`config.mk`:
```
export PLATFORM = sky130hd
export DESIGN_NAME = bushs_ctrl
export DESIGN_NICKNAME = d
export VERILOG_FILES = /design/src/rtl/bushs_pkg.sv /design/src/rtl/bushs_sync.sv /design/src/rtl/bushs_fsm.sv /design/src/rtl/bushs_errmon.sv /design/src/rtl/bushs_ctrl.sv
export SDC_FILE = /design/constraint.sdc
export NUM_CORES = 1
export LEC_CHECK = 0
export BUFFER_PORTS_ARGS = -buffer_cell sky130_fd_sc_hd__buf_2
export CAP_MARGIN = 0
export CORE_MARGIN = 10
export CORE_UTILIZATION = 29
export DETAILED_ROUTE_END_ITERATION = 12
export SLEW_MARGIN = 5
export SYNTH_ARGS = -nofsm -noshare
export SYNTH_HDL_FRONTEND = slang
export SYNTH_HIERARCHICAL = 1
export SYNTH_SLANG_ARGS = --single-unit
```
`constraint.sdc`:
```
create_clock -name clk -period 2.6 [get_ports clk]
set_input_delay 0.52 -clock clk [delete_from_list [all_inputs] [get_ports clk]]
set_output_delay 0.52 -clock clk [all_outputs]
set_load 0.01 [all_outputs]
```
`src/rtl/bushs_pkg.sv`:
```
package bushs_pkg;

    typedef enum logic [3:0] {
        ST_IDLE,
        ST_RD_STB,
        ST_RD_XCV,
        ST_RD_ACK,
        ST_RD_DROP,
        ST_WR_XCV,
        ST_WR_STB,
        ST_WR_DROP,
        ST_WR_ACK,
        ST_RELEASE
    } hs_state_e;

    typedef enum logic [1:0] {
        CK_NONE,
        CK_READ,
        CK_WRITE
    } hs_kind_e;

    typedef struct packed {
        logic lds;
        logic xcv;
        logic ack;
    } hs_out_t;

    // Output vector held in each state.
    function automatic hs_out_t hs_decode(hs_state_e s);
        hs_out_t o;
        o = '0;
        unique case (s)
            ST_RD_STB:  o = '{lds: 1'b1, xcv: 1'b0, ack: 1'b0};
            ST_RD_XCV:  o = '{lds: 1'b1, xcv: 1'b1, ack: 1'b0};
            ST_RD_ACK:  o = '{lds: 1'b1, xcv: 1'b1, ack: 1'b1};
            ST_RD_DROP: o = '{lds: 1'b1, xcv: 1'b0, ack: 1'b1};
            ST_WR_XCV:  o = '{lds: 1'b0, xcv: 1'b1, ack: 1'b0};
            ST_WR_STB:  o = '{lds: 1'b1, xcv: 1'b1, ack: 1'b0};
            ST_WR_DROP: o = '{lds: 1'b1, xcv: 1'b0, ack: 1'b0};
            ST_WR_ACK:  o = '{lds: 1'b1, xcv: 1'b0, ack: 1'b1};
            default:    o = '0;
        endcase
        return o;
    endfunction

endpackage

```
`src/rtl/bushs_sync.sv`:
```
module bushs_sync #(
    parameter int WIDTH  = 3,
    parameter int STAGES = 2
) (
    input  logic             clk,
    input  logic             rst_n,
    input  logic [WIDTH-1:0] d_i,
    output logic [WIDTH-1:0] q_o
);
    localparam int LAST = STAGES - 1;

    logic [STAGES-1:0][WIDTH-1:0] chain_q;

    always_ff @(posedge clk) begin
        if (!rst_n) begin
            chain_q <= '0;
        end else begin
            chain_q[0] <= d_i;
            for (int k = 1; k < STAGES; k++) begin
                chain_q[k] <= chain_q[k-1];
            end
        end
    end

    assign q_o = chain_q[LAST];

endmodule

```
`src/rtl/bushs_fsm.sv`:
```
module bushs_fsm
    import bushs_pkg::*;
#(
    parameter bit SAFE_MODE = 1'b1
) (
    input  logic     clk,
    input  logic     rst_n,
    input  logic     rd_s,
    input  logic     wr_s,
    input  logic     ack_s,
    output hs_out_t  outs_o,
    output hs_kind_e kind_o,
    output logic     idle_o
);
    hs_state_e state_q, state_d;
    hs_state_e end_target;
    hs_out_t   outs_q;
    logic      start_ok;
    logic      phase_q;

    // Mode variant: where a finished cycle goes and when idle may accept.
    generate
        if (SAFE_MODE) begin : g_safe
            assign end_target = ST_RELEASE;
            assign start_ok   = !ack_s;
        end else begin : g_fast
            assign end_target = ST_IDLE;
            assign start_ok   = 1'b1;
        end
    endgenerate

    // Phase bit: set once the acknowledge is seen low under a read request.
    always_ff @(posedge clk) begin
        if (!rst_n) phase_q <= 1'b0;
        else        phase_q <= rd_s & (phase_q | !ack_s);
    end

    always_comb begin
        state_d = state_q;
        unique case (state_q)
            ST_IDLE: begin
                if (start_ok && rd_s && !wr_s)      state_d = ST_RD_STB;
                else if (start_ok && wr_s && !rd_s) state_d = ST_WR_XCV;
            end
            ST_RD_STB:  if (ack_s && phase_q) state_d = ST_RD_XCV;
            ST_RD_XCV:  state_d = ST_RD_ACK;
            ST_RD_ACK:  if (!rd_s) state_d = ST_RD_DROP;
            ST_RD_DROP: state_d = end_target;
            ST_WR_XCV:  state_d = ST_WR_STB;
            ST_WR_STB:  if (ack_s) state_d = ST_WR_DROP;
            ST_WR_DROP: state_d = ST_WR_ACK;
            ST_WR_ACK:  if (!wr_s) state_d = end_target;
            ST_RELEASE: if (!ack_s) state_d = ST_IDLE;
            default:    state_d = ST_IDLE;
        endcase
    end

    // State register.
    always_ff @(posedge clk) begin
        if (!rst_n) state_q <= ST_IDLE;
        else        state_q <= state_d;
    end

    // Output register, loaded from the next state.
    always_ff @(posedge clk) begin
        if (!rst_n) outs_q <= '0;
        else        outs_q <= hs_decode(state_d);
    end

    always_comb begin
        unique case (state_q)
            ST_RD_STB, ST_RD_XCV, ST_RD_ACK, ST_RD_DROP: kind_o = CK_READ;
            ST_WR_XCV, ST_WR_STB, ST_WR_DROP, ST_WR_ACK: kind_o = CK_WRITE;
            default:                                     kind_o = CK_NONE;
        endcase
    end

    assign outs_o = outs_q;
    assign idle_o = (state_q == ST_IDLE);

    logic [2:0] ov;
    assign ov = outs_q;

    assert_single_step_R7: assert property (@(posedge clk) disable iff (!rst_n)
        ($countones(ov ^ $past(ov)) <= 1) ||
        ($fell(outs_q.lds) && $fell(outs_q.ack) && $stable(outs_q.xcv)))
        else $error("R7 more than one handshake step in a clock");

    assert_read_ack_R2: assert property (@(posedge clk) disable iff (!rst_n)
        (kind_o == CK_READ && $rose(outs_q.ack)) |-> outs_q.xcv)
        else $error("R2 read acknowledge without transceiver enable");

    assert_write_ack_R4: assert property (@(posedge clk) disable iff (!rst_n)
        (kind_o == CK_WRITE && $rose(outs_q.ack)) |-> !outs_q.xcv)
        else $error("R4 write acknowledge with transceiver enable high");

    assert_phase_guard_R14: assert property (@(posedge clk) disable iff (!rst_n)
        (kind_o == CK_READ && outs_q.xcv) |-> phase_q)
        else $error("R14 read enable without a fresh acknowledge");

endmodule

```
`src/rtl/bushs_errmon.sv`:
```
module bushs_errmon
    import bushs_pkg::*;
#(
    parameter bit SAFE_MODE = 1'b1
) (
    input  logic     clk,
    input  logic     rst_n,
    input  logic     rd_s,
    input  logic     wr_s,
    input  logic     ack_s,
    input  logic     lds,
    input  logic     bus_ack,
    input  hs_kind_e kind,
    input  logic     idle,
    output logic     err_o
);
    logic rd_d, wr_d, ack_d, err_q;
    logic both_hi, stale_ack, spur_ack, early_drop, lost_ack;
    logic strobe_rise;

    always_ff @(posedge clk) begin
        if (!rst_n) begin
            rd_d  <= 1'b0;
            wr_d  <= 1'b0;
            ack_d <= 1'b0;
        end else begin
            rd_d  <= rd_s;
            wr_d  <= wr_s;
            ack_d <= ack_s;
        end
    end

    assign strobe_rise = (rd_s & !rd_d) | (wr_s & !wr_d);
    assign both_hi     = rd_s & wr_s;
    assign spur_ack    = ack_s & !ack_d & !lds;
    assign lost_ack    = ack_d & !ack_s & lds;
    assign early_drop  = ((kind == CK_READ)  & rd_d & !rd_s & !bus_ack) |
                         ((kind == CK_WRITE) & wr_d & !wr_s & !bus_ack);

    generate
        if (SAFE_MODE) begin : g_safe
            assign stale_ack = 1'b0;
        end else begin : g_fast
            assign stale_ack = idle & strobe_rise & ack_s;
        end
    endgenerate

    always_ff @(posedge clk) begin
        if (!rst_n) err_q <= 1'b0;
        else if (both_hi | stale_ack | spur_ack | lost_ack | early_drop) err_q <= 1'b1;
    end

    assign err_o = err_q;

    assert_err_sticky_R13: assert property (@(posedge clk) disable iff (!rst_n)
        $past(err_q) |-> err_q)
        else $error("R13 error flag dropped without reset");

endmodule

```
`src/rtl/bushs_ctrl.sv`:
```
module bushs_ctrl
    import bushs_pkg::*;
#(
    parameter int SYNC_STAGES = 2,
    parameter bit SAFE_MODE   = 1'b1
) (
    input  logic clk,
    input  logic rst_n,
    input  logic rd_strobe_i,
    input  logic wr_strobe_i,
    input  logic dev_ack_i,
    output logic dev_strobe_o,
    output logic xcvr_en_o,
    output logic bus_ack_o,
    output logic proto_err_o
);
    localparam int NIN = 3;

    logic [NIN-1:0] raw_in, sync_in;
    hs_out_t        outs;
    hs_kind_e       kind;
    logic           idle;

    assign raw_in = {rd_strobe_i, wr_strobe_i, dev_ack_i};

    bushs_sync #(.WIDTH(NIN), .STAGES(SYNC_STAGES)) u_sync (
        .clk   (clk),
        .rst_n (rst_n),
        .d_i   (raw_in),
        .q_o   (sync_in)
    );

    bushs_fsm #(.SAFE_MODE(SAFE_MODE)) u_fsm (
        .clk    (clk),
        .rst_n  (rst_n),
        .rd_s   (sync_in[2]),
        .wr_s   (sync_in[1]),
        .ack_s  (sync_in[0]),
        .outs_o (outs),
        .kind_o (kind),
        .idle_o (idle)
    );

    bushs_errmon #(.SAFE_MODE(SAFE_MODE)) u_err (
        .clk     (clk),
        .rst_n   (rst_n),
        .rd_s    (sync_in[2]),
        .wr_s    (sync_in[1]),
        .ack_s   (sync_in[0]),
        .lds     (outs.lds),
        .bus_ack (outs.ack),
        .kind    (kind),
        .idle    (idle),
        .err_o   (proto_err_o)
    );

    assign dev_strobe_o = outs.lds;
    assign xcvr_en_o    = outs.xcv;
    assign bus_ack_o    = outs.ack;

endmodule

```
Word level (Yosys, flattened, before mapping). Memories as Yosys holds them, arrays and structs flattened. A register that Yosys moved wholly into a read port is not among the register bits. Cells that the tools add are included.

Memories: 2. Logic and storage cells: 60. ROM bits: 80. Flip-flop bits (word level): 15.

Memories: (no name shown) (words 16, bits a word 3, read ports 1, clocked after memory_dff 1, write ports 0, line bushs_pkg.sv:32) `unique case (s)`; (no name shown) (words 16, bits a word 2, read ports 1, clocked after memory_dff 1, write ports 0, line bushs_fsm.sv:71) `unique case (state_q)`.

Reductions and logical operators: 13. Eq/ne operators: 11. Bitwise logic cells: 17. Multiplexer cells: 9.

Operator list (number): 4-bit one-hot mux with 10 select lines (1); 4-bit 2-to-1 mux (8); 4-bit by 3-bit equality test with 1-bit output (second input constant) (4); 1-bit bitwise AND (12); 4-bit by 2-bit equality test with 1-bit output (second input constant) (2); 4-bit equality test (second input constant) (2); 1-bit logical NOT (7); 1-bit logical AND (5); 1-bit bitwise OR (5); 4-bit by 1-bit equality test with 1-bit output (second input constant) (1); 4-bit logical NOT (1); 2-bit by 1-bit equality test with 1-bit output (second input constant) (1); 2-bit equality test (second input constant) (1).

Logic depth before layout (Yosys ltp). Gate-level depths: netlist of run 1.

Depth after elaboration: 7. Gate-level depth with buffers: 9. Depth with buffers taken out: 8.

Cells and area by module. The synthesis of run 1 kept the hierarchy.

Modules (own cells, without submodules): bushs_fsm (cells an instance 79, area each 693.2 µm², instances 1, sequential area each 200.2 µm²); bushs_sync (cells an instance 15, area each 180.2 µm², instances 1, sequential area each 120.1 µm²); bushs_errmon (cells an instance 15, area each 158.9 µm², instances 1, sequential area each 80.1 µm²).

Worst setup path before layout of run 1. OpenSTA, ideal clock, no wires.

Kind: register to register. From: reg u_fsm.state_q[1]. To: reg, netlist name u_fsm/kind_o[1]. Arrival time: 1.860 ns. Cell stages (with the launch flop): 9. Slack: 0.617 ns. Buffers on the path: 1. Required time: 2.477 ns. Cell sequence: dfxtp_1 clkbuf_1 nor4bb_1 o21ai_1 o31ai_1 nor3_1 a21boi_1 ha_1 mux2_1.

Word-level cells in the longest chain between the ends: 4. Elaborated cells on any way between the ends: 19. Classes of those cells: eq/ne: 9; mux: 9; reduce/logical: 1.

Ends and longest elaborated chain: from (decl) (line bushs_fsm.sv:15) `hs_state_e state_q, state_d;`; from (signal assigned) (line bushs_fsm.sv:61) `else state_q <= state_d;`; 4-bit 2-to-1 mux (line bushs_fsm.sv:43) `else if (start_ok && wr_s && !rd_s) state_d = ST_WR_XCV;`; 4-bit 2-to-1 mux (line bushs_fsm.sv:42) `if (start_ok && rd_s && !wr_s) state_d = ST_RD_STB;`; 4-bit one-hot mux with 10 select lines * (line bushs_fsm.sv:40) `unique case (state_q)`; 4-bit 2-to-1 mux (no source line) *.

Mark *: on every way between the ends. The rest lies on a longest branch, timed or not. A chain may end at the register's enable or synchronous reset.

Final worst setup path of run 1.
From: reg u_fsm.state_q[0]. To: reg, netlist name u_fsm/outs_o[2].

Word-level cells in the longest chain between the ends: 3. Elaborated cells on any way between the ends: 18. Classes of those cells: eq/ne: 9; mux: 8; reduce/logical: 1.

Ends and longest elaborated chain (line): 4-bit 2-to-1 mux (bushs_fsm.sv:43); 4-bit 2-to-1 mux (bushs_fsm.sv:42); 4-bit one-hot mux with 10 select lines * (bushs_fsm.sv:40); net u_fsm.state_d[0] (bushs_fsm.sv:15).

Mark *: on every way through the listed nets, which the timed path passes. The rest lies on a longest branch.

==> metrics.yaml, run 1 <==
clock_tree:
  post-cts-setup-buffers: 0
  cts_tree: "built"
  insertion_delay_ps: 300
  cts_made_buffers: 3
  clk_pin_slew_ps: 120
  cts_resized: 0
  clkSinkCount: 20
  clockBufferDepth: 2
  htree_num_levels: 1
  cts-root-buf: "clkbuf_4"
  postCtsHoldBufs: 0
grt:
  use_met1_pct: 7.47
  grt_use_met2_pct: 9.06
  grt_max_degree: 22
  grt_pass1_vias: 683
  grtUsageMet3_pct: 1.46
  gr-total-overflow: 0
  grtUsageTotal_pct: 6.09
  antenna_found_initial: 0
  grt_pass1_wl_mm: 3.10
  busiest_layer: "met2"
setup_path:
  worstSetupPathType: "reg -> reg"
  max_stage_delay_ps: 590
  cp.arrival_ps: 2560
  start_kind: "flip-flop"
  path_delay_family: "simple AND/OR/NAND/NOR gates"
  required_ps: 2840
  path_cells: "nand2b_1 > a2bb2oi_1 > nor2_1 > nor3_1 > inv_2 > ha_1 > a211o_1 > a21boi_1"
  worstPathMaxFanout: 13
  worst-path-buf-inv: 1
  cp_slowest_cell: "dfxtp_1"
  cp-end-kind: "flip-flop"
final_layout:
  mostFrequentLayoutCell: "dfxtp_1"
  final_cell_area_mm2: 0.00112
  final_cell_mix: "dfxtp_1, and2_1, buf_2"
  post-route-util_pct: 33.1
  stdcell_count: 157
  area_growth_pct: 9.25
  layout.nets: 123
  num_antenna_cells: 0
  drive_gt1_share_pct: 16.2
route:
  routed_via_density: 4.51
  routed_wl_mm: 1.75
  drcViolationCount: 0
  drt_iter0_drc: 69
  ant_nets: 0
  wl_per_cell_um: 11.1
  via_count: 708
  firstDrtPassIters: 2
power:
  p_leak_nw: 0.459
  p_total_uw: 719
  p_per_area_mw_per_mm2: 640
  vdd_drop_max_mv: 0.173
yosys:
  synth_area_mm2: 0.00103
  yosysWarnings: 6
  syn-instance-count: 108
  synthesis.nets: 119
  avgSynthCellArea_um2: 9.52
timing:
  finalHoldViolations: 0
  finalClockSkew_ps: 7.77
  rsz0062_at_grt: "false"
  final_max_slew_viol_count: 0
  fin_crit_ps: 2320
  max_freq_mhz: 431
  tightest_slew_ps: 636
  relSlewSlack_pct: 57.2
  fin_ws_ps: 280
  hold_ws_ps: 423
  setup-tns-final_ps: 0
  setup_viol_count_final: 0
  finalCritPeriodShare_pct: 89.2
placement:
  port-buffer-count: 8
  hpwl_mm: 1.27
  dp_slack_ps: 333
  dp.cells: 153
  placed_area_mm2: 0.00107
  gp_congestion: 0.778
floorplanning:
  die_w_um: 79.6
  std_cell_rows: 21
  core_mm2: 0.00339
  pin_count: 9
  die_area_mm2: 0.00633
  start_util_pct: 30.3
  die_h_um: 79.6
run:
  cap_violations: 0
min_path:
  worstHoldPathType: "in -> reg"
run_status:
  status: "complete, no violations"
[layout make-up]
class	count	area (µm²)
Tap cell	46	57.6
Timing Repair Buffer	8	40.0
Inverter	6	22.5
Multi-Input combinational cell	73	551
Sequential cell	20	400
Fill cell	350	2270
Clock buffer	3	22.5
Clock inverter	1	30.0
[power breakdown]
part	internal [mW]	switching (mW)
clock network	0.156	0.0939
registers	0.328	0.0243
logic	0.0597	0.0575
total	0.543	0.176
[final timing paths]
check                                             startpoint                      endpoint  slack (ps)  cells past startpoint
worst max-delay path             u_fsm/state_q[0]$_SDFF_PN0_    u_fsm/outs_o[2]$_SDFF_PN0_         280                      8
worst min-delay path                             wr_strobe_i  u_sync/chain_q[1]$_SDFF_PN0_         420                      2
worst max register to register   u_fsm/state_q[0]$_SDFF_PN0_    u_fsm/outs_o[2]$_SDFF_PN0_         280                      8
worst min register to register  u_sync/chain_q[1]$_SDFF_PN0_      u_sync/q_o[1]$_SDFF_PN0_         440                      1
[worst register-to-register path, delay by kind of cell, from the launching register on]
family	cells	cell delay (ps)
flip-flops	1	590
buffers and inverters	1	120
adder cells (fa/ha/maj)	1	230
AO/OA/AOI/OAI	3	560
AND/OR/NAND/NOR	3	770
[flip-flops by register name, summed over array words and instances (netlist names)]
| register | flops |
|---|---|
| u_err/ack_d | 1 |
| u_err/err_o | 1 |
| u_err/rd_d | 1 |
| u_err/wr_d | 1 |
| u_fsm/kind_o | 2 |
| u_fsm/outs_o | 3 |
| u_fsm/phase_q | 1 |
| u_fsm/state_q | 4 |
| u_sync/chain_q | 3 |
| u_sync/q_o | 3 |
[routing by layer]
metal  routed length (µm)  vias up
met5                    0        -
met4                   27        0
met3                   60        2
met2                  783        5
met1                  876      326
li1                     -      375
Power figures use the tool's default switching activity.
==> inputs of run 2 (changes only) <==
--- a/config.mk
+++ b/config.mk
@@ -5,6 +5,7 @@
 export SDC_FILE = /design/constraint.sdc
 export NUM_CORES = 1
 export LEC_CHECK = 0
+export ABC_AREA = 1
 export BUFFER_PORTS_ARGS = -buffer_cell sky130_fd_sc_hd__buf_2
 export CAP_MARGIN = 0
 export CORE_MARGIN = 10
==> run 2 against run 1 <==
  * Clock skew down 2.1 ps
  * Critical path depth is 4 higher
  * Synthesized area grew 2.7%
  * Via count is 21% higher
  * Non-clock buffer count is the same
  * Clock power hardly changed
  * First-iteration DRC count unchanged
  * Fmax grew 37%
  * Design area grew 5.3%
  * Sequential share of layout area shrank 1.8 points
  * Power rose by 9.9%
  * Global-route usage up 0.57 points
  * Highest routed layer unchanged
==> metrics.yaml, run 2 <==
run_status:
  status: "complete, no violations"
power:
  p_leak_nw: 0.684  # +49%
  vdd_drop_max_mv: 0.210  # +21%
  p_total_uw: 790  # +9.9%
  p_per_area_mw_per_mm2: 668  # +4.4%
final_layout:
  drive_gt1_share_pct: 18.8  # +2.6 points
  final_cell_mix: "nand2_1, inv_1, dfxtp_1"
  layout.nets: 177  # +44%
  final.fill_count: 374  # +6.9%
  final_cell_area_mm2: 0.00118  # +5.3%
  mostFrequentLayoutCell: "nand2_1"
  regArea_um2: 400  # unchanged
  num_antenna_cells: 0  # unchanged
  area_growth_pct: 12.1
  largest_reg_flops: 4  # unchanged
  multi_input_area_um2: 493  # -10%
  largest_register: "u_fsm/state_q"
placement:
  placed_area_mm2: 0.00113  # +5.6%
  gp_congestion: 0.795  # +2.3%
  port-buffer-count: 8  # unchanged
  dp_slack_ps: 962  # +628 ps
  hpwl_mm: 1.52  # +19%
timing:
  setup_viol_count_final: 0  # unchanged
  finalClockSkew_ps: 5.68  # -2.09 ps
  rsz0062_at_grt: "false"
  hold_ws_ps: 388  # -35.1 ps
  relSlewSlack_pct: 82.0  # +25 points
  finalHoldViolations: 0  # unchanged
  final_max_slew_viol_count: 0  # unchanged
  tightest_slew_ps: 270  # -366 ps
  fin_crit_ps: 1690  # -632 ps
  finalCritPeriodShare_pct: 64.9  # -24 points
  setup-tns-final_ps: 0  # unchanged
  max_freq_mhz: 592  # +37%
  fin_ws_ps: 912  # +632 ps
route:
  routed_wl_mm: 1.98  # +14%
  drt_iter0_drc: 69  # unchanged
  ant_nets: 0  # unchanged
  firstDrtPassIters: 4  # +2
  routed_via_density: 4.06  # -9.9%
  drcViolationCount: 0  # unchanged
  wl_per_cell_um: 9.40  # -15%
  via_count: 857  # +21%
floorplanning:
  pin_count: 9  # unchanged
  std_cell_rows: 21  # unchanged
  core_mm2: 0.00342  # +0.78%
  die_h_um: 80.3  # +1.0%
  die_w_um: 80.3  # +1.0%
  start_util_pct: 30.9  # +0.57 points
  die_area_mm2: 0.00646  # +2.0%
yosys:
  async_flop_share_pct: 0
  ys_seq_area_share_pct: 37.9
  synth_top_area_share_pct: 37.9
  synthesis.nets: 167  # +40%
  synth_area_mm2: 0.00106  # +2.7%
  yosysTopAreaCell: "dfxtp_1"
  avgSynthCellArea_um2: 6.77  # -29%
  synthTopCellsByArea: "dfxtp_1, nand2_1, inv_1"
  synth-edff-count: 0
  syn-instance-count: 156  # +44%
  synth-main-ff-cell: "dfxtp_1"
  post-synth-top-count-cell: "nand2_1"
  synth_seq_cells: 20
  netlist-cell-type-count: 18
  yosysWarnings: 6  # unchanged
  synth.cells.most_frequent: "nand2_1, inv_1, dfxtp_1"
grt:
  grt_pass1_vias: 839  # +23%
  gr-total-overflow: 0  # unchanged
  grt_pass1_wl_mm: 3.45  # +11%
  grtUsageTotal_pct: 6.66  # +0.57 points
  antenna_found_initial: 0  # unchanged
  grt_max_degree: 16  # -27%
clock_tree:
  cts_resized: 0  # unchanged
  htree_num_levels: 1  # unchanged
  post-cts-setup-buffers: 0  # unchanged
  cts_tree: "built"
  postCtsHoldBufs: 0  # unchanged
  cts_made_buffers: 3  # unchanged
  clk_pin_slew_ps: 120  # about the same
  cts-root-buf: "clkbuf_4"
  insertion_delay_ps: 300  # about the same
  clkSinkCount: 20  # unchanged
  clockBufferDepth: 2  # unchanged
min_path:
  worstHoldPathType: "in -> reg"
  min_path_cells: 3  # +1
setup_path:
  worstSetupPathType: "reg -> reg"
  reg2reg_depth: 12  # +4
  cp.arrival_ps: 1900  # -660 ps
  required_ps: 2810  # -30 ps
  worstPathMaxFanout: 4  # -9
  start_kind: "flip-flop"
  cp-end-kind: "flip-flop"
run:
  cap_violations: 0  # unchanged
[run 2: changes by cell type in the layout (fill, tap and decap cells not counted), sizes merged, moves of 3 or more]
cell    delta
and2      -12
nor3b      -3
nand3     +19
a21oi      -6
nand2b     -4
nor2      +16
inv       +30
nand2     +41
[run 2: report_power, final]
group	switching, mW	internal, mW	leakage, nW
registers	0.0228	0.334	0.164
clock network	0.0965	0.156	0.0279
logic	0.115	0.0665	0.492
total	0.234	0.556	0.684
[run 2: metrics by stage]
| step | cells | util (%) |
|---|---|---|
| final | 211 | 34.7 |
| after global placement | 207 | 33.1 |
| after floorplan | 156 | - |
| after detailed placement | 207 | 33.1 |
| after CTS | 211 | 34.7 |
| after global routing | 211 | 34.7 |
[run 2: cell families after synthesis]
family                   count (synthesis)  share of synthesized area [%]
buffers and inverters                   40                           15.4
AO/OA/AOI/OAI                            6                           3.67
adder cells (fa/ha/maj)                  6                           7.11
AND/OR/NAND/NOR                         84                           35.9
flip-flops                              20                           37.9
[run 2: layer usage]
metal  vias to the layer above  GRT usage [%]  wire length (µm)
met2                        14           9.79               844
met3                         2           1.45                73
li1                        475              -                 -
met1                       366           8.51              1030
met4                         0           4.23                31
met5                         -              0                 0
[run 2: path summary, 6_finish.rpt]
path | from | to | slack, ps
max | u_fsm/state_q[0]$_SDFF_PN0_ | u_fsm/outs_o[2]$_SDFF_PN0_ | 910
min | wr_strobe_i | u_sync/chain_q[1]$_SDFF_PN0_ | 390
max reg2reg | u_fsm/state_q[0]$_SDFF_PN0_ | u_fsm/outs_o[2]$_SDFF_PN0_ | 910
min reg2reg | u_sync/chain_q[1]$_SDFF_PN0_ | u_sync/q_o[1]$_SDFF_PN0_ | 420
[run 2: worst max-delay path: stages, from the launching register on]
cell and delay (ps):
dfxtp_1 420, inv_1 120, nor2_2 170, nand2_1 70, o21ai_1 160, inv_2 70, nand2_2 90, inv_1 80
ha_1 180, inv_1 80, nor2_2 40, nand2_1 70, nand2_1 50
[run 2: cell type report]
| cell class | count | share of cell area [%] |
|---|---|---|
| clock buffers | 3 | 1.90 |
| clock inverters | 1 | 2.54 |
| inverters | 37 | 11.8 |
| multi-input cells | 96 | 41.6 |
| flip-flops and latches | 20 | 33.8 |
| well taps | 46 | 4.86 |
| repair buffers | 8 | 3.38 |
